===== config.mk =====
export PLATFORM = sky130hd
export DESIGN_NAME = pll_mn_search
export DESIGN_NICKNAME = d
export VERILOG_FILES = /design/src/rtl/pll_search_pkg.sv /design/src/rtl/pll_seq_div.sv /design/src/rtl/pll_best_track.sv /design/src/rtl/pll_mn_search.sv
export SDC_FILE = /design/constraint.sdc
export NUM_CORES = 1
export LEC_CHECK = 0
export ABC_AREA = 1
export CORE_UTILIZATION = 30
export DETAILED_ROUTE_END_ITERATION = 10
export DONT_BUFFER_PORTS = 1
export PLACE_DENSITY = 0.43
export RECOVER_POWER = 50
export SYNTH_ARGS = -nofsm -noshare
export SYNTH_HDL_FRONTEND = slang
export SYNTH_SLANG_ARGS = --single-unit
export TNS_END_PERCENT = 10

===== constraint.sdc =====
create_clock -name clk -period 30.7 [get_ports clk]
set_input_delay 6.14 -clock clk [delete_from_list [all_inputs] [get_ports clk]]
set_output_delay 6.14 -clock clk [all_outputs]
set_load 0.02 [all_outputs]

===== src/rtl/pll_search_pkg.sv =====
package pll_search_pkg;

    typedef enum logic [2:0] {
        S_IDLE,
        S_SCALE,
        S_ISSUE,
        S_DIVIDE,
        S_COMPARE,
        S_FINISH
    } search_state_e;

    // N in [15:8], exponent in [7:6], M in [5:0]; fields added, not or-ed
    function automatic logic [15:0] pack_word(input logic [2:0] k,
                                              input logic [7:0] m,
                                              input logic [7:0] n);
        logic [15:0] w;
        w = {n, 8'h00};
        w = w + {7'b0, k, 6'b0};
        w = w + {8'h00, m};
        return w;
    endfunction

endpackage


===== src/rtl/pll_seq_div.sv =====
module pll_seq_div #(
    parameter int unsigned DVD_W = 18,
    parameter int unsigned DVS_W = 6,
    parameter int unsigned STEP  = 6
) (
    input  logic             clk,
    input  logic             rst_n,
    input  logic             start_i,
    input  logic [DVD_W-1:0] dividend_i,
    input  logic [DVS_W-1:0] divisor_i,
    output logic             done_o,
    output logic [DVD_W-1:0] quo_o,
    output logic [DVS_W-1:0] rem_o
);
    localparam int unsigned CYC   = (DVD_W + STEP - 1) / STEP;
    localparam int unsigned PAD_W = CYC * STEP;
    localparam int unsigned CNT_W = $clog2(CYC + 1);

    logic [PAD_W-1:0] quo_q, quo_n;
    logic [DVS_W-1:0] rem_q, rem_n, dvs_q;
    logic [CNT_W-1:0] cnt_q;
    logic             busy_q, done_q;

    // STEP restoring stages per cycle
    always_comb begin
        logic [DVS_W:0]   r;
        logic [PAD_W-1:0] q;
        r = {1'b0, rem_q};
        q = quo_q;
        for (int i = 0; i < STEP; i++) begin
            r = {r[DVS_W-1:0], q[PAD_W-1]};
            q = {q[PAD_W-2:0], 1'b0};
            if (r >= {1'b0, dvs_q}) begin
                r    = r - {1'b0, dvs_q};
                q[0] = 1'b1;
            end
        end
        rem_n = r[DVS_W-1:0];
        quo_n = q;
    end

    always_ff @(posedge clk) begin
        if (!rst_n) begin
            quo_q  <= '0;
            rem_q  <= '0;
            dvs_q  <= '0;
            cnt_q  <= '0;
            busy_q <= 1'b0;
            done_q <= 1'b0;
        end else begin
            done_q <= 1'b0;
            if (start_i) begin
                quo_q  <= PAD_W'(dividend_i);
                rem_q  <= '0;
                dvs_q  <= divisor_i;
                cnt_q  <= CNT_W'(CYC);
                busy_q <= 1'b1;
            end else if (busy_q) begin
                quo_q <= quo_n;
                rem_q <= rem_n;
                cnt_q <= cnt_q - CNT_W'(1);
                if (cnt_q == CNT_W'(1)) begin
                    busy_q <= 1'b0;
                    done_q <= 1'b1;
                end
            end
        end
    end

    assign done_o = done_q;
    assign quo_o  = quo_q[DVD_W-1:0];
    assign rem_o  = rem_q;

    // a finished division leaves a remainder below the divisor
    p_rem_below_divisor_r5: assert property (@(posedge clk) disable iff (!rst_n)
        done_q |-> (rem_q < dvs_q));

endmodule


===== src/rtl/pll_best_track.sv =====
module pll_best_track #(
    parameter int unsigned ERR_W = 32,
    parameter int unsigned IDX_W = 8
) (
    input  logic             clk,
    input  logic             rst_n,
    input  logic             clr_i,
    input  logic             upd_i,
    input  logic [ERR_W-1:0] err_i,
    input  logic [IDX_W-1:0] m_i,
    input  logic [IDX_W-1:0] n_i,
    output logic [IDX_W-1:0] pick_m_o,
    output logic [IDX_W-1:0] pick_n_o
);
    logic [ERR_W-1:0] best_q;
    logic [IDX_W-1:0] bm_q, bn_q;
    logic             better;

    assign better   = upd_i && (err_i < best_q);
    assign pick_m_o = better ? m_i : bm_q;
    assign pick_n_o = better ? n_i : bn_q;

    always_ff @(posedge clk) begin
        if (!rst_n || clr_i) begin
            best_q <= '1;
            bm_q   <= '0;
            bn_q   <= '0;
        end else if (better) begin
            best_q <= err_i;
            bm_q   <= m_i;
            bn_q   <= n_i;
        end
    end

    // within a search the kept error never grows
    p_best_nonincr_r5: assert property (@(posedge clk) disable iff (!rst_n)
        !clr_i |=> (best_q <= $past(best_q)));

endmodule


===== src/rtl/pll_mn_search.sv =====
module pll_mn_search
    import pll_search_pkg::*;
#(
    parameter int unsigned REF_SCALED = 938356,
    parameter int unsigned F_MIN      = 8000,
    parameter int unsigned F_MAX      = 15938,
    parameter int unsigned SCALE_MULT = 8,
    parameter int unsigned M_LO       = 2,
    parameter int unsigned M_HI       = 30,
    parameter int unsigned N_LO       = 35,
    parameter int unsigned N_HI       = 247,
    parameter int unsigned M_OFS      = 2,
    parameter int unsigned N_OFS      = 8,
    parameter int unsigned FRAC_BITS  = 8,
    parameter int unsigned PCT        = 100,
    parameter int unsigned FREQ_IN_W  = 16,
    parameter int unsigned WORD_W     = 16,
    parameter int unsigned ZERO_WORD  = 'h00E0,
    parameter int unsigned K_W        = 3,
    parameter int unsigned DVD_W      = 18,
    parameter int unsigned DVS_W      = 6,
    parameter int unsigned DIV_STEP   = 6,
    parameter int unsigned ERR_W      = 32
) (
    input  logic                 clk,
    input  logic                 rst_n,
    input  logic                 start_i,
    input  logic [FREQ_IN_W-1:0] target_i,
    output logic                 done_o,
    output logic [WORD_W-1:0]    prog_word_o
);
    localparam int unsigned IDX_W   = WORD_W / 2;
    localparam int unsigned FREQ_W  = FREQ_IN_W + K_W + 1;
    localparam int unsigned LONG_W  = FREQ_IN_W + FRAC_BITS;
    localparam int unsigned PROD_W  = 32;
    localparam int unsigned F_FLOOR = F_MIN * SCALE_MULT;

    search_state_e state_q, state_d;

    logic [FREQ_W-1:0]    freq_q;
    logic [LONG_W-1:0]    long_q;
    logic [K_W-1:0]       k_q;
    logic [IDX_W-1:0]     m_q, n_q;
    logic [WORD_W-1:0]    prog_q;

    logic                 accept, zero_req, last_cand;
    logic [FREQ_IN_W-1:0] tgt_clamped;
    logic [LONG_W-1:0]    long_c;
    logic [PROD_W-1:0]    prod_c, shifted_c;
    logic [DVD_W-1:0]     dividend_c;
    logic [DVS_W-1:0]     divisor_c;
    logic [ERR_W-1:0]     q_ext, l_ext, err_c;
    logic                 div_done;
    logic [DVD_W-1:0]     div_quo;
    logic [DVS_W-1:0]     div_rem;
    logic [IDX_W-1:0]     pick_m, pick_n;

    // ---------------- request decode ----------------
    assign accept   = start_i && ((state_q == S_IDLE) || (state_q == S_FINISH));
    assign zero_req = (target_i == '0);

    always_comb begin
        if (target_i < FREQ_IN_W'(F_MIN))      tgt_clamped = FREQ_IN_W'(F_MIN);
        else if (target_i > FREQ_IN_W'(F_MAX)) tgt_clamped = FREQ_IN_W'(F_MAX);
        else                                   tgt_clamped = target_i;
    end

    assign long_c = (LONG_W'(tgt_clamped) << FRAC_BITS) / LONG_W'(PCT);

    // ---------------- candidate datapath ----------------
    // power-of-two part of the denominator becomes a shift
    assign prod_c     = PROD_W'(REF_SCALED) * PROD_W'(n_q + IDX_W'(N_OFS));
    assign shifted_c  = prod_c >> (PROD_W'(FRAC_BITS) + PROD_W'(k_q));
    assign dividend_c = DVD_W'(shifted_c);
    assign divisor_c  = DVS_W'(m_q + IDX_W'(M_OFS));

    assign q_ext = ERR_W'(div_quo);
    assign l_ext = ERR_W'(long_q);
    assign err_c = (q_ext > l_ext) ? (q_ext - l_ext) : (l_ext - q_ext);

    assign last_cand = (m_q == IDX_W'(M_HI)) && (n_q == IDX_W'(N_HI));

    pll_seq_div #(
        .DVD_W (DVD_W),
        .DVS_W (DVS_W),
        .STEP  (DIV_STEP)
    ) div_i (
        .clk        (clk),
        .rst_n      (rst_n),
        .start_i    (state_q == S_ISSUE),
        .dividend_i (dividend_c),
        .divisor_i  (divisor_c),
        .done_o     (div_done),
        .quo_o      (div_quo),
        .rem_o      (div_rem)
    );

    pll_best_track #(
        .ERR_W (ERR_W),
        .IDX_W (IDX_W)
    ) best_i (
        .clk      (clk),
        .rst_n    (rst_n),
        .clr_i    (accept && !zero_req),
        .upd_i    (state_q == S_COMPARE),
        .err_i    (err_c),
        .m_i      (m_q),
        .n_i      (n_q),
        .pick_m_o (pick_m),
        .pick_n_o (pick_n)
    );

    // ---------------- next state ----------------
    always_comb begin
        state_d = state_q;
        unique case (state_q)
            S_IDLE, S_FINISH: begin
                if (accept) state_d = zero_req ? S_FINISH : S_SCALE;
                else        state_d = S_IDLE;
            end
            S_SCALE:   state_d = (freq_q < FREQ_W'(F_FLOOR)) ? S_SCALE : S_ISSUE;
            S_ISSUE:   state_d = S_DIVIDE;
            S_DIVIDE:  state_d = div_done ? S_COMPARE : S_DIVIDE;
            S_COMPARE: state_d = last_cand ? S_FINISH : S_ISSUE;
            default:   state_d = S_IDLE;
        endcase
    end

    always_ff @(posedge clk) begin
        if (!rst_n) state_q <= S_IDLE;
        else        state_q <= state_d;
    end

    // ---------------- working registers ----------------
    always_ff @(posedge clk) begin
        if (!rst_n) begin
            freq_q <= '0;
            long_q <= '0;
            k_q    <= '0;
            m_q    <= '0;
            n_q    <= '0;
            prog_q <= '0;
        end else begin
            unique case (state_q)
                S_IDLE, S_FINISH: begin
                    if (accept) begin
                        if (zero_req) begin
                            prog_q <= WORD_W'(ZERO_WORD);
                        end else begin
                            freq_q <= FREQ_W'(tgt_clamped);
                            long_q <= long_c;
                            k_q    <= '0;
                            m_q    <= IDX_W'(M_LO);
                            n_q    <= IDX_W'(N_LO);
                        end
                    end
                end
                S_SCALE: begin
                    if (freq_q < FREQ_W'(F_FLOOR)) begin
                        freq_q <= freq_q << 1;
                        k_q    <= k_q + K_W'(1);
                    end
                end
                S_COMPARE: begin
                    if (last_cand) begin
                        prog_q <= pack_word(k_q, pick_m, pick_n);
                    end else if (n_q == IDX_W'(N_HI)) begin
                        n_q <= IDX_W'(N_LO);
                        m_q <= m_q + IDX_W'(1);
                    end else begin
                        n_q <= n_q + IDX_W'(1);
                    end
                end
                default: ;
            endcase
        end
    end

    // ---------------- outputs ----------------
    always_comb begin
        done_o      = (state_q == S_FINISH);
        prog_word_o = prog_q;
    end

    // ---------------- assertions ----------------
    p_zero_fast_r3: assert property (@(posedge clk) disable iff (!rst_n)
        (accept && zero_req) |=> (done_o && (prog_word_o == WORD_W'(ZERO_WORD))));

    p_index_range_r4: assert property (@(posedge clk) disable iff (!rst_n)
        (state_q == S_COMPARE) |->
            ((m_q >= IDX_W'(M_LO)) && (m_q <= IDX_W'(M_HI)) &&
             (n_q >= IDX_W'(N_LO)) && (n_q <= IDX_W'(N_HI))));

    p_div_exact_r5: assert property (@(posedge clk) disable iff (!rst_n)
        div_done |-> ((ERR_W'(div_quo) * ERR_W'(divisor_c) + ERR_W'(div_rem))
                      == ERR_W'(dividend_c)));

    p_done_once_r7: assert property (@(posedge clk) disable iff (!rst_n)
        (done_o && !start_i) |=> !done_o);

    p_word_stable_r8: assert property (@(posedge clk) disable iff (!rst_n)
        !done_o |-> $stable(prog_word_o));

endmodule


**After elaboration in Yosys (flattened, before gate mapping)**

Index checks and enable logic that the tools add are counted.

- Bits in registers: 164
- Output and inout bits: 17
- Logic and storage cells: 139

- Add/sub/neg operators: 17
- Multipliers: 1
- Divide/modulo/power cells: 1
- $lt $le $gt $ge: 11
- Eq/ne operators: 15
- Shift operators: 1
- Multiplexer cells: 53
- Bitwise gates (word level): 3
- Reduce and logical (&&, ||, !) cells: 21

Operators with widths:

| kind | count |
|---|---|
| $mux 16 | 5 |
| $mux 8 | 10 |
| $mux 20 | 3 |
| $ge 7x6->1 | 6 |
| $pmux 20 s2 | 1 |
| $mux 18 | 2 |
| $mux 6 | 6 |
| $sub 6x6->6 | 6 |
| $lt 32x32->1 | 1 |
| $mux 32 | 1 |
| $pmux 16 s2 | 1 |
| $pmux 8 s2 | 2 |
| $shr 29x5->18 | 1 |
| $mul 18x9->27 const A | 1 |
| $sub 18x24->25 | 1 |
| $sub 24x18->25 | 1 |
| $div 24x7->24 const B | 1 |
| $gt 18x24->1 | 1 |
| $mux 3 | 7 |
| $lt 20x16->1 const B | 1 |
| $add 16x8->16 | 1 |
| $add 16x9->16 | 1 |
| $add 8x1->8 const B | 2 |
| $gt 16x14->1 const B | 1 |
| other kinds (29) | 60 |

**Logic depth before layout (Yosys ltp)**

Gate-level depths: netlist (run 1).

- Depth after elaboration: 14
- Mapped depth: 94
- Mapped depth without buffers: 92

**Cells and area by module**

Synthesis (run 1) repeated with hierarchy kept, for this count alone.

- Cells, all modules: 2,670
- Area total of the unflattened synthesis: 17,763.3 um^2

Modules (own cells, without submodules):

| module | instances | cells each | area each (um^2) |
|---|---|---|---|
| pll_mn_search | 1 | 1,726 | 11,344.6 |
| pll_seq_div | 1 | 536 | 3,564.7 |
| pll_best_track | 1 | 408 | 2,854.0 |

**Worst setup path before layout (run 1)**

Ideal clock, no wire load.

- Path type: input to register
- Start point: input port target_i[14]
- End point: register long_q[0]
- Library setup time: 0.109 ns
- Arrival time: 14.620 ns
- Required time: 30.591 ns
- Path slack: 15.971 ns
- Stages on the path: 83
- Path buffers: 1
- Cell sequence: nor2_1 nand2_1 clkinv_2 nand2_4 inv_2 nor2_1 o21ai_2 nand2_2 nand2_1 nand3_1 nor2_2 nor2_4 nand2_4 nand3_4 nand2_1 nand2_1 nor2_4 nand2_4 [... 47 more ...] inv_1 ha_1 nand4_1 nand2_2 nand2_1 nand2_2 nor2_4 ha_1 nand3_1 nand2_2 a21oi_2 nand2_2 nand2_1 nand3_1 nor2_1 nand3_1 nand2_1 inv_1

- Word-level cells in the longest chain between the ends: 4
- Elaborated cells between the ends (all ways): 8
- Those cells by class: 1 x div; 2 x order compare; 2 x mux; 1 x bitwise; 2 x reduce/logical

RTL lines:

| element | RTL line | RTL |
|---|---|---|
| from (decl) | pll_mn_search.sv:28 | `input logic [FREQ_IN_W-1:0] target_i,` |
| $gt 16x14->1 | pll_mn_search.sv:64 | `else if (target_i > FREQ_IN_W'(F_MAX)) tgt_clamped = FREQ_IN_W'(F_MAX);` |
| $mux 16 | pll_mn_search.sv:64 |  |
| $mux 16 | pll_mn_search.sv:63 | `if (target_i < FREQ_IN_W'(F_MIN)) tgt_clamped = FREQ_IN_W'(F_MIN);` |
| $div 24x7->24 | pll_mn_search.sv:68 | `assign long_c = (LONG_W'(tgt_clamped) << FRAC_BITS) / LONG_W'(PCT);` |
| to (signal assigned) | pll_mn_search.sv:151 | `long_q <= long_c;` |
| to (decl) | pll_mn_search.sv:41 | `logic [LONG_W-1:0] long_q;` |

Several ways; a longest one is shown, not always the timed one.
A chain may end at the register's enable or synchronous reset.

**Final worst setup path (run 1)**

Ends and elaborated chain as after synthesis.

==> results of run 1 <==
## sequential cells by signal, summed over array words and instances (netlist names), 16 cells and up
register and count:
prog_word_o 16, div_i.quo_o 18, long_q 18, best_i.best_q 25, freq_q 20
## metrics by stage
stage | std cells | setup WS, ns | hold slack (ns) | utilization, %
floorplan | 2365 | 15.97 | 0.4187 | -
detailed placement | 3013 | 14.47 | 0.4333 | 31.88
global placement | 3013 | 14.90 | 0.4309 | 31.88
finish | 3045 | 14.89 | 0.4402 | 32.89
CTS | 3045 | 14.94 | 0.4452 | 32.93
global route | 3045 | 13.58 | 0.4657 | 32.89
## area by class of cell
cell class	count	area, um2	area share [%]
clock buffer	18	439.2	2.531
clock inverter	14	113.9	0.6561
inverter	400	1503	8.659
multi-input combinational	1760	11330	65.28
sequential	151	3023	17.42
tap	688	860.8	4.960
timing repair buffer	14	86.33	0.4975
## cell usage after synthesis, types with 12 or more instances
master and n:
clkbuf_1 45, nor3_1 21, o21ai_0 193, nand2_1 440
nor2_1 146, a21oi_1 213, nand2_4 21, nand4_1 33
dfxtp_1 151, o21bai_1 13, or2_2 13, nand3_1 124
o22ai_1 12, a31oi_1 15, mux2i_1 12, fa_1 46
o211ai_1 17, inv_1 374, xor2_1 53, a211oi_1 15
inv_2 22, nand2_2 54, xnor2_1 32, ha_1 180
## cells by family after synthesis
logic type / count (synthesis)
AOI/OAI and AO/OA: 535
xor gates and xnor gates: 85
adders and majority gates: 226
buffers and inverters: 454
DFF: 151
muxes: 12
and+or+nand+nor: 902
## per-layer routing
| metal | vias to the layer above | wire (um) | global-route usage, % |
|---|---|---|---|
| met2 | 195 | 21670 | 30.29 |
| met3 | 49 | 1233 | 1.794 |
| met4 | 0 | 1076 | 5.418 |
| li1 | 7783 | - | - |
| met5 | - | 0 | 0 |
| met1 | 6964 | 23200 | 23.83 |
## worst paths after layout
check	slack, ns	end	start	cells after the start
min reg2reg	0.44	freq_q[19]	freq_q[19]	2
max reg2reg	19.36	div_i.quo_o[0]	div_i.dvs_q[1]	58
max	14.89	long_q[0]	target_i[14]	80
min	0.44	freq_q[19]	freq_q[19]	2
## worst max-delay path: cells and delay by family
| kind | cells | cell delay (ns) |
|---|---|---|
| AOI/OAI and AO/OA | 3 | 0.55 |
| adders and majority gates | 5 | 1.46 |
| buffers and inverters | 8 | 0.75 |
| and+or+nand+nor | 64 | 7.24 |
==> reports/results.tsv, run 1 <==
metric	value	unit
outcome	finished, violations left	
violations	capacitance limit, slew limit	
synth_fp_nets	2610	
die_y	233.5	um
vias_per_cell	4.923	
worstPathMaxFanout	15	
ys_top_cells_by_area	dfxtp_1 19%, ha_1 14%, nand2_1 10%	
diodes	0	
dieArea	54510	um2
setup_violations	0	
mostFrequentLayoutCells	440 x nand2_1, 375 x inv_1, 213 x a21oi_1	
hold_viol_final	0	
synth-adder-area-share	19.74	%
htreeDepth	4	
drt-initial-drc-count	734	
root_buffer	clkbuf_16	
synth_top_family_by_area	simple AND/OR/NAND/NOR gates	
ys.flop_type	dfxtp_1	
cts-buffers-inserted	17	
fin_crit_sh	51.51	%
yosysWarnings	0	
yosysTopAreaCell	dfxtp_1	
rsz0062_at_grt	false	
totalWireLength	47180	um
fmax	0.06323	GHz
max-slew-margin-rel	-72.73	%
cts_setup_buffers	0	
start_kind	primary input	
report.final.slew_viol_count	90	
skew	0.01653	ns
muxShareOfSynthArea	0.7473	%
wl_per_cell	15.49	um
fillers	5771	
hold_buffers	0	
drc_errors	0	
rows	84	
die_x	233.5	um
hold_class	reg -> reg	
numPortBuffers	0	
start_util	30.47	%
insertion_delay	0.46	ns
gp_congestion	0.8476	
synthArstFlopShare	0	%
syn2layout_area_growth	7.963	%
core-area	52760	um2
first_global_vias	14800	
setup_tns	0	ns
via_count	14990	
synth-simple-area-share	26.49	%
drive_gt1_share	8.358	%
ys_seq_elements	151	
ant_nets	0	
synth-xor-area-share	4.631	%
synth_edf_count	0	
synth-compound-area-share	18.84	%
worst_pin_slew	2.591	ns
clk_pin_slew	0.07	ns
synth_seq_area_share	18.81	%
clock_sinks	151	
cts_tree	done	
dpl_cell_area	16820	um2
final_area	17350	um2
crit_top_cell	nand2_2	
postSynthAreaPerCell	6.797	um2
clk_path_buf_depth	2	
synth_area	16070	um2
netlist_instances	2365	
final_common_cell	nand2_1	
ios	36	
required	31.05	ns
cp_data_arrival_time	16.16	ns
nNetsFinal	2589	
crit_path_top_delay_cell	ha_1	
drtPass1Iterations	5	
yosysUniqueCellTypes	62	
end_kind	register	
grt.total_usage	17.90	%
grt_pass1_wl	77600	um
cts_resized	0	
max_cap_violations	2	
synth_top_area_share	18.81	%
hpwl	38090	um
antenna_found_initial	0	
grt-ovfl-total	0	
period_needed	15.81	ns
grt_max_degree	48	
path_class	in -> reg	
max_stage_delay	0.32	ns
Power of run 1 is not shown: default switching activity piles up to over one toggle a cycle in this logic, so the estimate is an artifact.
==> run 2: changes to the inputs <==
==> constraint.sdc (replaced) <==
create_clock -name clk -period 15.8 [get_ports clk]
set_input_delay 3.16 -clock clk [delete_from_list [all_inputs] [get_ports clk]]
set_output_delay 3.16 -clock clk [all_outputs]
set_load 0.02 [all_outputs]
==> reports/results.tsv, run 2 (synthesized netlist as in run 1, its figures left out) <==
metric	value	unit	change
root_buffer	clkbuf_16		
drive_gt1_share	8.234	%	-0.12 points
clock_sinks	151		unchanged
largest_register_ffs	25		unchanged
totalWireLength	46950	um	-0.49%
hpwl	37930	um	-0.44%
die_y	233.5	um	unchanged
syn2layout_area_growth	8.150	%	
grt-ovfl-total	0		unchanged
worst_hold_path.endpoint	freq_q[19]		
insertion_delay	0.45	ns	about the same
cp.depth	82		+2.5%
worst_pin_slew	2.643	ns	+0.05181 ns
drtPass1Iterations	7		+2
grt_max_degree	48		unchanged
dieArea	54510	um2	unchanged
cts_setup_buffers	0		unchanged
ant_nets	0		unchanged
mostFrequentLayoutCells	440 x nand2_1, 375 x inv_1, 213 x a21oi_1		
worst-r2r-cell-count	60		+3.4%
vias_per_cell	4.910		-0.26%
cts-buffers-inserted	17		unchanged
first_global_vias	14590		-1.4%
diodes	0		unchanged
hold_viol_final	0		unchanged
rsz0062_at_grt	false		
grt.total_usage	17.84	%	-0.059 points
drt-initial-drc-count	781		+6.4%
period_needed	12.84	ns	
fmax	0.07788	GHz	
grt_pass1_wl	77110	um	-0.63%
reg2reg_from	div_i.dvs_q[1]		
nNetsFinal	2589		unchanged
die_x	233.5	um	unchanged
cp_top_family	simple AND/OR/NAND/NOR gates		
cts_resized	0		unchanged
via_count	14950		-0.29%
core-area	52760	um2	unchanged
clk_pin_slew	0.07	ns	about the same
worstPathMaxFanout	15		unchanged
hold_class	reg -> reg		
rows	84		unchanged
reg_top3	best_i.best_q: 25 flops, freq_q: 20 flops		
setup_violations	0		unchanged
top_register	best_i.best_q		
max_stage_delay	0.33	ns	about the same
max_cap_violations	3		+1
end_kind	register		
rrSetupSlack	4.47	ns	-14.89 ns
cp_data_arrival_time	13.18	ns	-2.98 ns
min-delay-start	freq_q[19]		
path_class	in -> reg		
setup_tns	0	ns	unchanged
outcome	finished, violations left		
wl_per_cell	15.42	um	-0.45%
cts_tree	done		
drc_errors	0		unchanged
r2r-end	div_i.quo_o[0]		
report.final.slew_viol_count	128		+42%
start_util	30.47	%	unchanged
hold_buffers	0		unchanged
ios	36		unchanged
violations	capacitance limit, slew limit		
fin_crit_sh	81.27	%	
antenna_found_initial	0		unchanged
gp_congestion	0.8477		about the same
crit_path_top_delay_cell	ha_1		
crit_top_cell	nand2_2		
startpoint	target_i[14]		
max-slew-margin-rel	-76.19	%	-3.5 points
hold_depth	2		unchanged
required	16.14	ns	-14.91 ns
cp_num_buf_inv	8		unchanged
skew	0.01608	ns	-0.0004568 ns
final_common_cell	nand2_1		
numPortBuffers	0		unchanged
start_kind	primary input		
htreeDepth	4		unchanged
clk_path_buf_depth	2		unchanged
## run 2: worst max-delay path by stage
stage	slack (ns)	to
after CTS	3.03	long_q[0]
after global placement	2.98	long_q[0]
final	2.96	long_q[0]
after floorplan	4.05	long_q[0]
after global routing	1.64	long_q[0]
after detailed placement	2.57	long_q[0]
## run 2: per-stage QoR
step	setup slack [ns]	hold WS [ns]	cell area (um2)	util, %	instances
2_1_floorplan	4.051	0.4187	16070	-	2365
3_3_place_gp	2.982	0.4309	16820	31.88	3013
3_5_place_dp	2.568	0.4325	16820	31.88	3013
4_1_cts	3.034	0.4446	17410	33.00	3044
5_1_grt	1.640	0.4632	17380	32.95	3044
6_report	2.960	0.4421	17380	32.95	3044
## run 2: layer usage
metal  vias up  wire length [um]  global-route usage, %
li1       7773                 -                      -
met3        45              1178                  1.782
met1      6930             23260                  23.91
met2       199             21610                  30.10
met5         -                 0                      0
met4         0               899                  5.175
## run 2: layout make-up
type | count | area (um2)
Multi-Input combinational cell | 1760 | 11330
Tap cell | 688 | 860.8
Inverter | 400 | 1503
Clock inverter | 14 | 165.2
Sequential cell | 151 | 3023
Clock buffer | 17 | 425.4
Timing Repair Buffer | 14 | 78.83
Fill cell | 5818 | 35380
## run 2: worst register-to-register path, delay by kind of cell, from the launching register on
kind | cells | cell delay (ns)
buffers and inverters | 5 | 1.31
flip-flops | 1 | 0.36
adder cells (fa/ha/maj) | 6 | 1.99
AND/OR/NAND/NOR | 24 | 2.96
AO/OA/AOI/OAI | 25 | 4.48
Power of run 2 is left out for the same reason.
==> run 3: changes to the inputs <==
--- a/config.mk
+++ b/config.mk
@@ -5,7 +5,7 @@
 export SDC_FILE = /design/constraint.sdc
 export NUM_CORES = 1
 export LEC_CHECK = 0
-export ABC_AREA = 1
+export ABC_AREA = 0
 export CORE_UTILIZATION = 30
 export DETAILED_ROUTE_END_ITERATION = 10
 export DONT_BUFFER_PORTS = 1
==> constraint.sdc (replaced) <==
create_clock -name clk -period 12.4 [get_ports clk]
set_input_delay 2.48 -clock clk [delete_from_list [all_inputs] [get_ports clk]]
set_output_delay 2.48 -clock clk [all_outputs]
set_load 0.02 [all_outputs]
==> reports/results.tsv, run 3 <==
metric	value	unit	change
outcome	finished, violations left		
violations	capacitance limit, slew limit		
crit_path_top_delay_cell	or4b_4		
max-slew-margin-rel	-17.59	%	+59 points
start_kind	primary input		
worstPathMaxFanout	15		unchanged
dpl_cell_area	18720	um2	+11%
cp_data_arrival_time	12.70	ns	-0.48 ns
post-synth-top-count-cell	inv_1		
fin_crit_sh	99.38	%	
top_register	best_i.best_q		
final_area	19600	um2	+13%
grt_max_degree	68		+42%
antenna_found_initial	0		unchanged
hold_buffers	0		unchanged
clock_sinks	151		unchanged
die_y	236.1	um	+1.1%
fin_hold_ws	0.4533	ns	+0.01129 ns
drive_gt1_share	17.20	%	+9.0 points
root_buffer	clkbuf_16		
netlist_instances	2081		-12%
wl_per_cell	16.93	um	+9.8%
synth_top_area_share	18.39	%	-0.42 points
pre_cts_ws	-0.5819	ns	-3.150 ns
synth_fp_nets	2326		-11%
max_cap_violations	3		unchanged
clk_pin_slew	0.07	ns	about the same
synth_edf_count	0		unchanged
yosysTopAreaCell	dfxtp_1		
skew	0.009507	ns	-0.006570 ns
dieArea	55740	um2	+2.3%
worst_pin_slew	1.764	ns	-0.8789 ns
die_x	236.1	um	+1.1%
final_common_cell	buf_4		
grt_pass1_wl	80140	um	+3.9%
period_needed	12.32	ns	
reg_top3	best_i.best_q: 25 flops, freq_q: 20 flops		
required	12.77	ns	-3.37 ns
core-area	54030	um2	+2.4%
setup_violations	0		unchanged
hpwl	39640	um	+4.5%
synthArstFlopShare	0	%	unchanged
clk_path_buf_depth	2		unchanged
ys.flop_type	dfxtp_1		
drt-initial-drc-count	561		-28%
yosysWarnings	0		unchanged
vias_per_cell	5.150		+4.9%
cts_tree	done		
netlist_top_cells_count	201 x inv_1, 180 x ha_1, 178 x nand2_1		
drc_errors	0		unchanged
setup_tns	0	ns	unchanged
grt.total_usage	18.01	%	+0.17 points
first_global_vias	14880		+2.0%
fmax	0.08114	GHz	
ant_nets	0		unchanged
htreeDepth	4		unchanged
gp_congestion	0.8596		+1.4%
hold_viol_final	0		unchanged
mostFrequentLayoutCells	218 x buf_4, 199 x inv_1, 176 x nand2_1		
start_util	30.43	%	-0.038 points
max_stage_delay	0.50	ns	+0.17 ns
numPortBuffers	0		unchanged
rows	85		+1.2%
grt-ovfl-total	0		unchanged
report.final.slew_viol_count	69		-46%
largest_register_ffs	25		unchanged
synth_seq_area_share	18.39	%	-0.42 points
nNetsFinal	2477		-4.3%
cts-buffers-inserted	17		unchanged
ys_top_cells_by_area	dfxtp_1 18%, ha_1 14%, fa_1 5.6%		
yosysUniqueCellTypes	112		+81%
fin_ws	0.07628	ns	-2.884 ns
syn2layout_area_growth	19.23	%	
rsz0062_at_grt	true		
insertion_delay	0.49	ns	+0.04 ns
hold_class	reg -> reg		
diodes	0		unchanged
path_class	in -> reg		
ios	36		unchanged
synth_area	16440	um2	+2.3%
ys_seq_elements	151		unchanged
drtPass1Iterations	5		-2
via_count	15140		+1.3%
totalWireLength	49780	um	+6.0%
end_kind	register		
postSynthAreaPerCell	7.900	um2	+16%
## run 3: cell types whose count changed in the layout (fill, tap and decap cells not counted), moves of 25 or more
cell	previous run	this run
mux2i_1	12	82
xnor2_1	32	70
nand2_2	54	1
buf_4	7	218
nor2_1	146	171
a21o_1	4	72
inv_1	375	199
a211oi_1	15	47
a21oi_1	213	149
nand3_1	124	34
o21ai_0	194	103
nand2_1	440	176
## run 3: cell families after synthesis
family / Yosys count / synth area share (%)
fa+ha+maj: 228 / 19.43
xor+xnor: 110 / 5.860
mux: 108 / 6.842
simple gates: 572 / 16.46
flops: 151 / 18.39
compound gates: 612 / 25.69
buf+inv: 300 / 7.329
## run 3: repair_timing
item                       in CTS  in global routing
buffers inserted                0                 16
hold endpoints to repair        0                  0
setup endpoints to repair       2                  9
pin swaps                       1                 34
gates cloned                    0                  0
resized for setup               4                 46
## run 3: metal layers
layer | track usage, % | vias up | part of all wire (%)
met3 | 2.809 | 42 | 2.1
met5 | 0 | - | 0
met1 | 23.92 | 7257 | 50
met4 | 4.298 | 0 | 1.3
li1 | - | 7701 | -
met2 | 30.34 | 140 | 47
## run 3: through the flow
stage,utilization [%],std cells
final,36.28,2940
after global routing,36.28,2940
after CTS,35.76,2924
after detailed placement,34.65,2893
after global placement,34.65,2893
after floorplan,-,2081
## run 3: critical path, delay by kind of cell
| kind | cells | cell delay [ns] |
|---|---|---|
| buf+inv | 8 | 0.93 |
| mux | 4 | 1.10 |
| simple gates | 16 | 3.12 |
| compound gates | 15 | 3.44 |
| fa+ha+maj | 6 | 1.59 |
## run 3: cell type report
type | instances | area [um2]
sequential | 151 | 3024
timing repair buffer | 226 | 1682
tap | 696 | 870.8
inverter | 206 | 788.3
clock buffer | 18 | 439.2
multi-input combinational | 1630 | 12660
clock inverter | 13 | 135.1
fill | 5723 | 34430
## run 3: worst paths after layout
check,start,to,slack [ns],cells after the start
setup / recovery,target_i[9],long_q[0],0.08,49
hold / removal,freq_q[8],freq_q[8],0.45,2
setup reg to reg,div_i.dvs_q[1],div_i.quo_o[0],0.76,62
hold reg to reg,freq_q[8],freq_q[8],0.45,2
Power of run 3 is left out for the same reason.
